==> src/rtl/cfgspace_pkg.sv <==
package cfgspace_pkg;

    localparam int BYTE_W = 8;

    typedef logic [BYTE_W-1:0] cfg_byte_t;

    localparam cfg_byte_t FLOAT_BYTE = 8'hFF;

    typedef enum logic [2:0] {
        ACC_NONE,
        ACC_IDX_WR,
        ACC_DATA_RD,
        ACC_DATA_WR,
        ACC_OTHER
    } acc_kind_t;

    typedef struct packed {
        cfg_byte_t idx;
        logic      vld;
    } idx_state_t;

    typedef struct packed {
        logic      hit;
        cfg_byte_t val;
    } rd_src_t;

    function automatic cfg_byte_t pick_src(rd_src_t first, rd_src_t second);
        if (first.hit)
            return first.val;
        else if (second.hit)
            return second.val;
        else
            return FLOAT_BYTE;
    endfunction

    function automatic logic key_match(logic [3:0] field, logic [3:0] want);
        return field == want;
    endfunction

endpackage

==> src/rtl/cfgspace_decode.sv <==
module cfgspace_decode
    import cfgspace_pkg::*;
#(
    parameter int              ADDR_W    = 16,
    parameter logic [ADDR_W-1:0] IDX_PORT  = 16'h0022,
    parameter logic [ADDR_W-1:0] DATA_PORT = 16'h0023
) (
    input  logic [ADDR_W-1:0] io_addr,
    input  logic              io_rd,
    input  logic              io_wr,
    output acc_kind_t         kind
);

    logic at_idx;
    logic at_data;

    assign at_idx  = (io_addr == IDX_PORT);
    assign at_data = (io_addr == DATA_PORT);

    always_comb begin
        if (io_wr && at_idx)
            kind = ACC_IDX_WR;
        else if (io_wr && at_data)
            kind = ACC_DATA_WR;
        else if (io_rd && at_data)
            kind = ACC_DATA_RD;
        else if (io_rd || io_wr)
            kind = ACC_OTHER;
        else
            kind = ACC_NONE;
    end

endmodule

==> src/rtl/cfgspace_index.sv <==
module cfgspace_index
    import cfgspace_pkg::*;
(
    input  logic       clk,
    input  logic       rst,
    input  acc_kind_t  kind,
    input  cfg_byte_t  io_wdata,
    output idx_state_t st,
    output logic       sel_wr,
    output logic       sel_rd
);

    idx_state_t st_q;

    always_ff @(posedge clk) begin
        if (rst) begin
            st_q <= '{idx: '0, vld: 1'b0};
        end else begin
            case (kind)
                ACC_IDX_WR: st_q <= '{idx: io_wdata, vld: 1'b1};
                ACC_NONE:   st_q <= st_q;
                default:    st_q.vld <= 1'b0;
            endcase
        end
    end

    assign st     = st_q;
    assign sel_wr = st_q.vld && (kind == ACC_DATA_WR);
    assign sel_rd = st_q.vld && (kind == ACC_DATA_RD);

endmodule

==> src/rtl/cfgspace_regs.sv <==
module cfgspace_regs
    import cfgspace_pkg::*;
#(
    parameter int        NUM_CFG     = 4,
    parameter cfg_byte_t CFG_BASE    = 8'hC0,
    parameter cfg_byte_t KEY_REG_IDX = 8'hC3
) (
    input  logic       clk,
    input  logic       rst,
    input  logic       sel_wr,
    input  cfg_byte_t  idx,
    input  cfg_byte_t  io_wdata,
    output rd_src_t    src,
    output logic [3:0] map_key
);

    localparam int KEY_SLOT = int'(KEY_REG_IDX) - int'(CFG_BASE);

    cfg_byte_t        cfg_q [NUM_CFG];
    logic [NUM_CFG-1:0] slot_hit;

    for (genvar g = 0; g < NUM_CFG; g++) begin : g_slot
        localparam cfg_byte_t SLOT_IDX = cfg_byte_t'(int'(CFG_BASE) + g);

        assign slot_hit[g] = (idx == SLOT_IDX);

        always_ff @(posedge clk) begin
            if (rst)
                cfg_q[g] <= '0;
            else if (sel_wr && slot_hit[g])
                cfg_q[g] <= io_wdata;
        end
    end

    always_comb begin
        src = '{hit: 1'b0, val: FLOAT_BYTE};
        for (int k = 0; k < NUM_CFG; k++) begin
            if (slot_hit[k]) begin
                src.hit = 1'b1;
                src.val = cfg_q[k];
            end
        end
    end

    assign map_key = cfg_q[KEY_SLOT][7:4];

endmodule

==> src/rtl/cfgspace_id.sv <==
module cfgspace_id
    import cfgspace_pkg::*;
#(
    parameter cfg_byte_t  ID0_IDX  = 8'hFE,
    parameter cfg_byte_t  ID1_IDX  = 8'hFF,
    parameter cfg_byte_t  ID0_VAL  = 8'h31,
    parameter cfg_byte_t  ID1_VAL  = 8'h52,
    parameter logic [3:0] KEY_OPEN = 4'h1
) (
    input  cfg_byte_t  idx,
    input  logic [3:0] map_key,
    output rd_src_t    src
);

    logic open;

    assign open = key_match(map_key, KEY_OPEN);

    always_comb begin
        src = '{hit: 1'b0, val: FLOAT_BYTE};
        if (open) begin
            if (idx == ID0_IDX)
                src = '{hit: 1'b1, val: ID0_VAL};
            else if (idx == ID1_IDX)
                src = '{hit: 1'b1, val: ID1_VAL};
        end
    end

endmodule

==> src/rtl/cfgspace_port.sv <==
module cfgspace_port
    import cfgspace_pkg::*;
#(
    parameter int                ADDR_W      = 16,
    parameter logic [ADDR_W-1:0] IDX_PORT    = 16'h0022,
    parameter logic [ADDR_W-1:0] DATA_PORT   = 16'h0023,
    parameter int                NUM_CFG     = 4,
    parameter logic [7:0]        CFG_BASE    = 8'hC0,
    parameter logic [7:0]        KEY_REG_IDX = 8'hC3,
    parameter logic [7:0]        ID0_IDX     = 8'hFE,
    parameter logic [7:0]        ID1_IDX     = 8'hFF,
    parameter logic [7:0]        ID0_VAL     = 8'h31,
    parameter logic [7:0]        ID1_VAL     = 8'h52,
    parameter logic [3:0]        KEY_OPEN    = 4'h1
) (
    input  logic              clk,
    input  logic              rst,
    input  logic [ADDR_W-1:0] io_addr,
    input  logic              io_rd,
    input  logic              io_wr,
    input  logic [7:0]        io_wdata,
    output logic [7:0]        io_rdata
);

    acc_kind_t  kind;
    idx_state_t idx_st;
    logic       sel_wr;
    logic       sel_rd;
    rd_src_t    cfg_src;
    rd_src_t    id_src;
    logic [3:0] map_key;
    cfg_byte_t  cur_idx;
    logic       cur_vld;

    cfgspace_decode #(
        .ADDR_W   (ADDR_W),
        .IDX_PORT (IDX_PORT),
        .DATA_PORT(DATA_PORT)
    ) u_decode (
        .io_addr(io_addr),
        .io_rd  (io_rd),
        .io_wr  (io_wr),
        .kind   (kind)
    );

    cfgspace_index u_index (
        .clk     (clk),
        .rst     (rst),
        .kind    (kind),
        .io_wdata(io_wdata),
        .st      (idx_st),
        .sel_wr  (sel_wr),
        .sel_rd  (sel_rd)
    );

    assign cur_idx = idx_st.idx;
    assign cur_vld = idx_st.vld;

    cfgspace_regs #(
        .NUM_CFG    (NUM_CFG),
        .CFG_BASE   (CFG_BASE),
        .KEY_REG_IDX(KEY_REG_IDX)
    ) u_regs (
        .clk     (clk),
        .rst     (rst),
        .sel_wr  (sel_wr),
        .idx     (cur_idx),
        .io_wdata(io_wdata),
        .src     (cfg_src),
        .map_key (map_key)
    );

    cfgspace_id #(
        .ID0_IDX (ID0_IDX),
        .ID1_IDX (ID1_IDX),
        .ID0_VAL (ID0_VAL),
        .ID1_VAL (ID1_VAL),
        .KEY_OPEN(KEY_OPEN)
    ) u_id (
        .idx    (cur_idx),
        .map_key(map_key),
        .src    (id_src)
    );

    assign io_rdata = sel_rd ? pick_src(cfg_src, id_src) : FLOAT_BYTE;

endmodule

==> config.mk <==
export PLATFORM = sky130hd
export DESIGN_NAME = cfgspace_port
export DESIGN_NICKNAME = d
export VERILOG_FILES = /design/src/rtl/cfgspace_pkg.sv /design/src/rtl/cfgspace_decode.sv /design/src/rtl/cfgspace_index.sv /design/src/rtl/cfgspace_regs.sv /design/src/rtl/cfgspace_id.sv /design/src/rtl/cfgspace_port.sv
export SDC_FILE = /design/constraint.sdc
export NUM_CORES = 1
export LEC_CHECK = 0
export ABC_CLOCK_PERIOD_IN_PS = 2400
export BUFFER_PORTS_ARGS = -buffer_cell sky130_fd_sc_hd__buf_2
export CAP_MARGIN = 10
export CELL_PAD_IN_SITES_DETAIL_PLACEMENT = 0
export CELL_PAD_IN_SITES_GLOBAL_PLACEMENT = 1
export CORE_MARGIN = 4
export CORE_UTILIZATION = 36
export CTS_CLUSTER_SIZE = 40
export DETAILED_ROUTE_END_ITERATION = 7
export PLACE_DENSITY = 0.75
export SYNTH_ARGS = -nofsm -noshare
export SYNTH_HDL_FRONTEND = slang
export SYNTH_SLANG_ARGS = --single-unit
==> constraint.sdc <==
create_clock -name clk -period 2.4 [get_ports clk]
set_input_delay 0 -clock clk [delete_from_list [all_inputs] [get_ports clk]]
set_output_delay 0 -clock clk [all_outputs]
set_load 0.02 [all_outputs]
==> results.sh <==
export IMPL_holdCritPathClass="primary input to register"
export IMPL_ios=36
export IMPL_worstSetupPathType="register to primary output"
export IMPL_die_area_um2=7210
export IMPL_hold_start="io_rd"
export IMPL_ant_nets=0
export IMPL_antenna_found_initial=0
export IMPL_drc=0
export IMPL_grt_pass1_wl_um=8310
export IMPL_clock_path_buffers=2
export IMPL_core_area_um2=5610
export IMPL_cts_buffers=5
export IMPL_cp_max_fo=8
export IMPL_worst_setup_path_end_kind="primary output"
export IMPL_grt_max_degree=18
export IMPL_n_antenna_cell=0
export IMPL_whs_endpoint="u_index.st[0]"
export IMPL_vias=1490
export IMPL_whs_path_depth=4
export IMPL_viasPerCell=5.27
export IMPL_die_w_um=84.9
export IMPL_track_usage_pct=15.5
export IMPL_drt_total_wl_um=5220
export IMPL_hold_viol=0
export IMPL_hold_ws_ns=0.00146
export IMPL_crit_start="u_index.st[1]"
export IMPL_critPathRequiredTime_ns=2.40
export IMPL_crit_reg2reg_launch="u_index.st[3]"
export IMPL_overflow=0
export IMPL_cts_resized=0
export IMPL_cellPowerDensity_nw_per_um2=537
export IMPL_power_uw=1330
export IMPL_drv_slew=0
export IMPL_ys_types=39
export IMPL_tritoncts="done"
export IMPL_die_h_um=84.9
export IMPL_synth_edf_count=32
export IMPL_async_flop_share_pct=0
export IMPL_power_leakage_uw=0.000827
export IMPL_wl_per_cell_um=18.5
export IMPL_first_global_vias=1510
export IMPL_period_share_pct=84.5
export IMPL_clk_pin_slew_ns=0.08
export IMPL_finClkSkew_ns=0.00932
export IMPL_max_clock_freq_mhz=493
export IMPL_synth_nets=200
export IMPL_first_pass_iters=4
export IMPL_period_needed_ns=2.03
export IMPL_final_nets=238
export IMPL_htreeDepth=2
export IMPL_cts_sinks=41
export IMPL_ys_seq_area_share_pct=53.6
export IMPL_tightest_slew_ns=0.502
export IMPL_ys_ff_latch=41
export IMPL_peakVddDrop_mv=0.464
export IMPL_cp_arrival_ns=2.03
export IMPL_layout_drive_gt1_share_pct=34.1
export IMPL_fillers=553
export IMPL_syn_cell_area_um2=2130
export IMPL_clock_latency_ns=0.30
export IMPL_synth_avg_cell_area_um2=12.4
export IMPL_area_delta_synth_final_pct=16.4
export IMPL_start_util_pct=38.0
export IMPL_cts_setup_buffers=0
export IMPL_reg2reg_to="u_regs.cfg_q[2][0]"
export IMPL_setup_tns_ns=0
export IMPL_hold_buffers=0
export IMPL_globalplace_congestion=0.844
export IMPL_port_buffers=35
export IMPL_dp_hpwl_um=3990
export IMPL_yosysWarningCount=0
export IMPL_cts_root_buf="clkbuf_8"
export IMPL_synthCells=172
export IMPL_max_slew_margin_pct=66.3
export IMPL_setup_viol=0
export IMPL_synth_flop_cell="edfxtp_1"
export IMPL_setup_worst_path_start_class="register"
export IMPL_dr_first_iter_drc_count=169
export IMPL_outcome="finished, final reports clean"
export IMPL_rows=27
export IMPL_rsz0062_at_grt="false"
export IMPL_rr_worst_depth=5
export IMPL_r2r_slack_ns=0.53
export IMPL_drv_cap=0
[flip-flops by register name, summed over array words and instances, names as in the netlist]
| name | cells |
|---|---|
| u_regs.cfg_q | 32 |
| u_index.st | 9 |
[per-layer routing]
metal	up-vias	track usage (%)	share of wire, %
met3	8	3.59	6.6
met2	45	23.3	48
met4	0	5.47	1.6
met5	-	0	0
li1	720	-	-
met1	717	21.8	44
[cell families after synthesis]
logic type | synth area share, %
AO/OA/AOI/OAI | 8.93
buffers and inverters | 1.88
flip-flops | 53.6
multiplexers | 7.22
AND/OR/NAND/NOR | 28.4
[power by group]
group / switching, uW / internal [uW] / leakage [uW]
logic: 43.4 / 31.6 / 0.000413
clock network: 251 / 205 / 0.0000374
registers: 11.2 / 789 / 0.000376
total: 306 / 1030 / 0.000827
[worst max path at each step]
stage                                     to  slack (ns)  cells after the start
after floorplan           u_regs.cfg_q[2][0]        0.58                      4
after global placement    u_regs.cfg_q[1][2]        0.52                      5
after detailed placement  u_regs.cfg_q[0][6]        0.52                      5
after CTS                        io_rdata[4]        0.34                      3
after global routing             io_rdata[4]        0.22                      3
final                            io_rdata[4]        0.37                      3
[layout make-up]
| class | instances | area, um^2 | area share [%] |
|---|---|---|---|
| Sequential cell | 41 | 1140 | 46.0 |
| Multi-Input combinational cell | 121 | 950 | 38.3 |
| Timing Repair Buffer | 39 | 205 | 8.27 |
| Tap cell | 72 | 90.1 | 3.63 |
| Clock buffer | 6 | 72.6 | 2.92 |
| Clock inverter | 2 | 15.0 | 0.605 |
| Inverter | 2 | 7.51 | 0.303 |
[synthesized netlist by cell type, types with 2 or more instances]
cell type   n  area [um^2]
a2111oi_0   2         17.5
a21oi_1     8         40.0
a31o_2      4         35.0
a31oi_1     2         12.5
and2_1     35          219
buf_1       2         7.51
buf_2       2         10.0
clkbuf_1    4         15.0
dfxtp_1     9          180
edfxtp_1   32          961
inv_1       2         7.51
mux2_2      3         33.8
mux2i_1     3         30.0
mux4_2      4         90.1
nand2_1     6         22.5
nand2b_1    2         12.5
nand3_1    11         55.1
nor2_1      3         11.3
nor2b_1     2         12.5
nor4_2      2         25.0
nor4_4      5          106
o21ai_0    11         55.1
o311ai_1    2         17.5
[cell usage in the layout (no fill, tap or decap), types with 2 or more instances in the layout]
| cell | netlist | layout |
|---|---|---|
| o311ai_1 | 2 | 2 |
| clkbuf_8 | 0 | 5 |
| nor4_2 | 2 | 2 |
| and2_1 | 35 | 35 |
| mux4_2 | 4 | 4 |
| nand2_1 | 6 | 6 |
| edfxtp_1 | 32 | 32 |
| a2111oi_0 | 2 | 2 |
| nand2b_1 | 2 | 2 |
| inv_1 | 2 | 2 |
| a31oi_1 | 2 | 2 |
| nor4_4 | 5 | 5 |
| a31o_2 | 4 | 4 |
| clkinvlp_4 | 0 | 2 |
| o21ai_0 | 11 | 11 |
| mux2i_1 | 3 | 3 |
| nor2b_1 | 2 | 2 |
| nand3_1 | 11 | 11 |
| buf_2 | 2 | 35 |
| nor2_1 | 3 | 3 |
| buf_4 | 0 | 4 |
| mux2_2 | 3 | 3 |
| dfxtp_1 | 9 | 9 |
| a21oi_1 | 8 | 8 |
[worst max-delay path: stages (launching register included)]
cell     delay (ns)
dfxtp_1        0.57
mux4_2         0.56
or4_1          0.43
buf_2          0.18
[metrics by stage]
stage          utilization (%)  instance area, um^2  setup WS [ns]  instances
3_3_place_gp              42.7                 2390          0.515        275
3_5_place_dp              42.7                 2390          0.520        275
5_1_grt                   44.2                 2480          0.223        283
4_1_cts                   44.2                 2480          0.343        283
2_1_floorplan                -                 2130          0.581        172
6_report                  44.2                 2480          0.373        283
(Power assumes the default switching activity.)
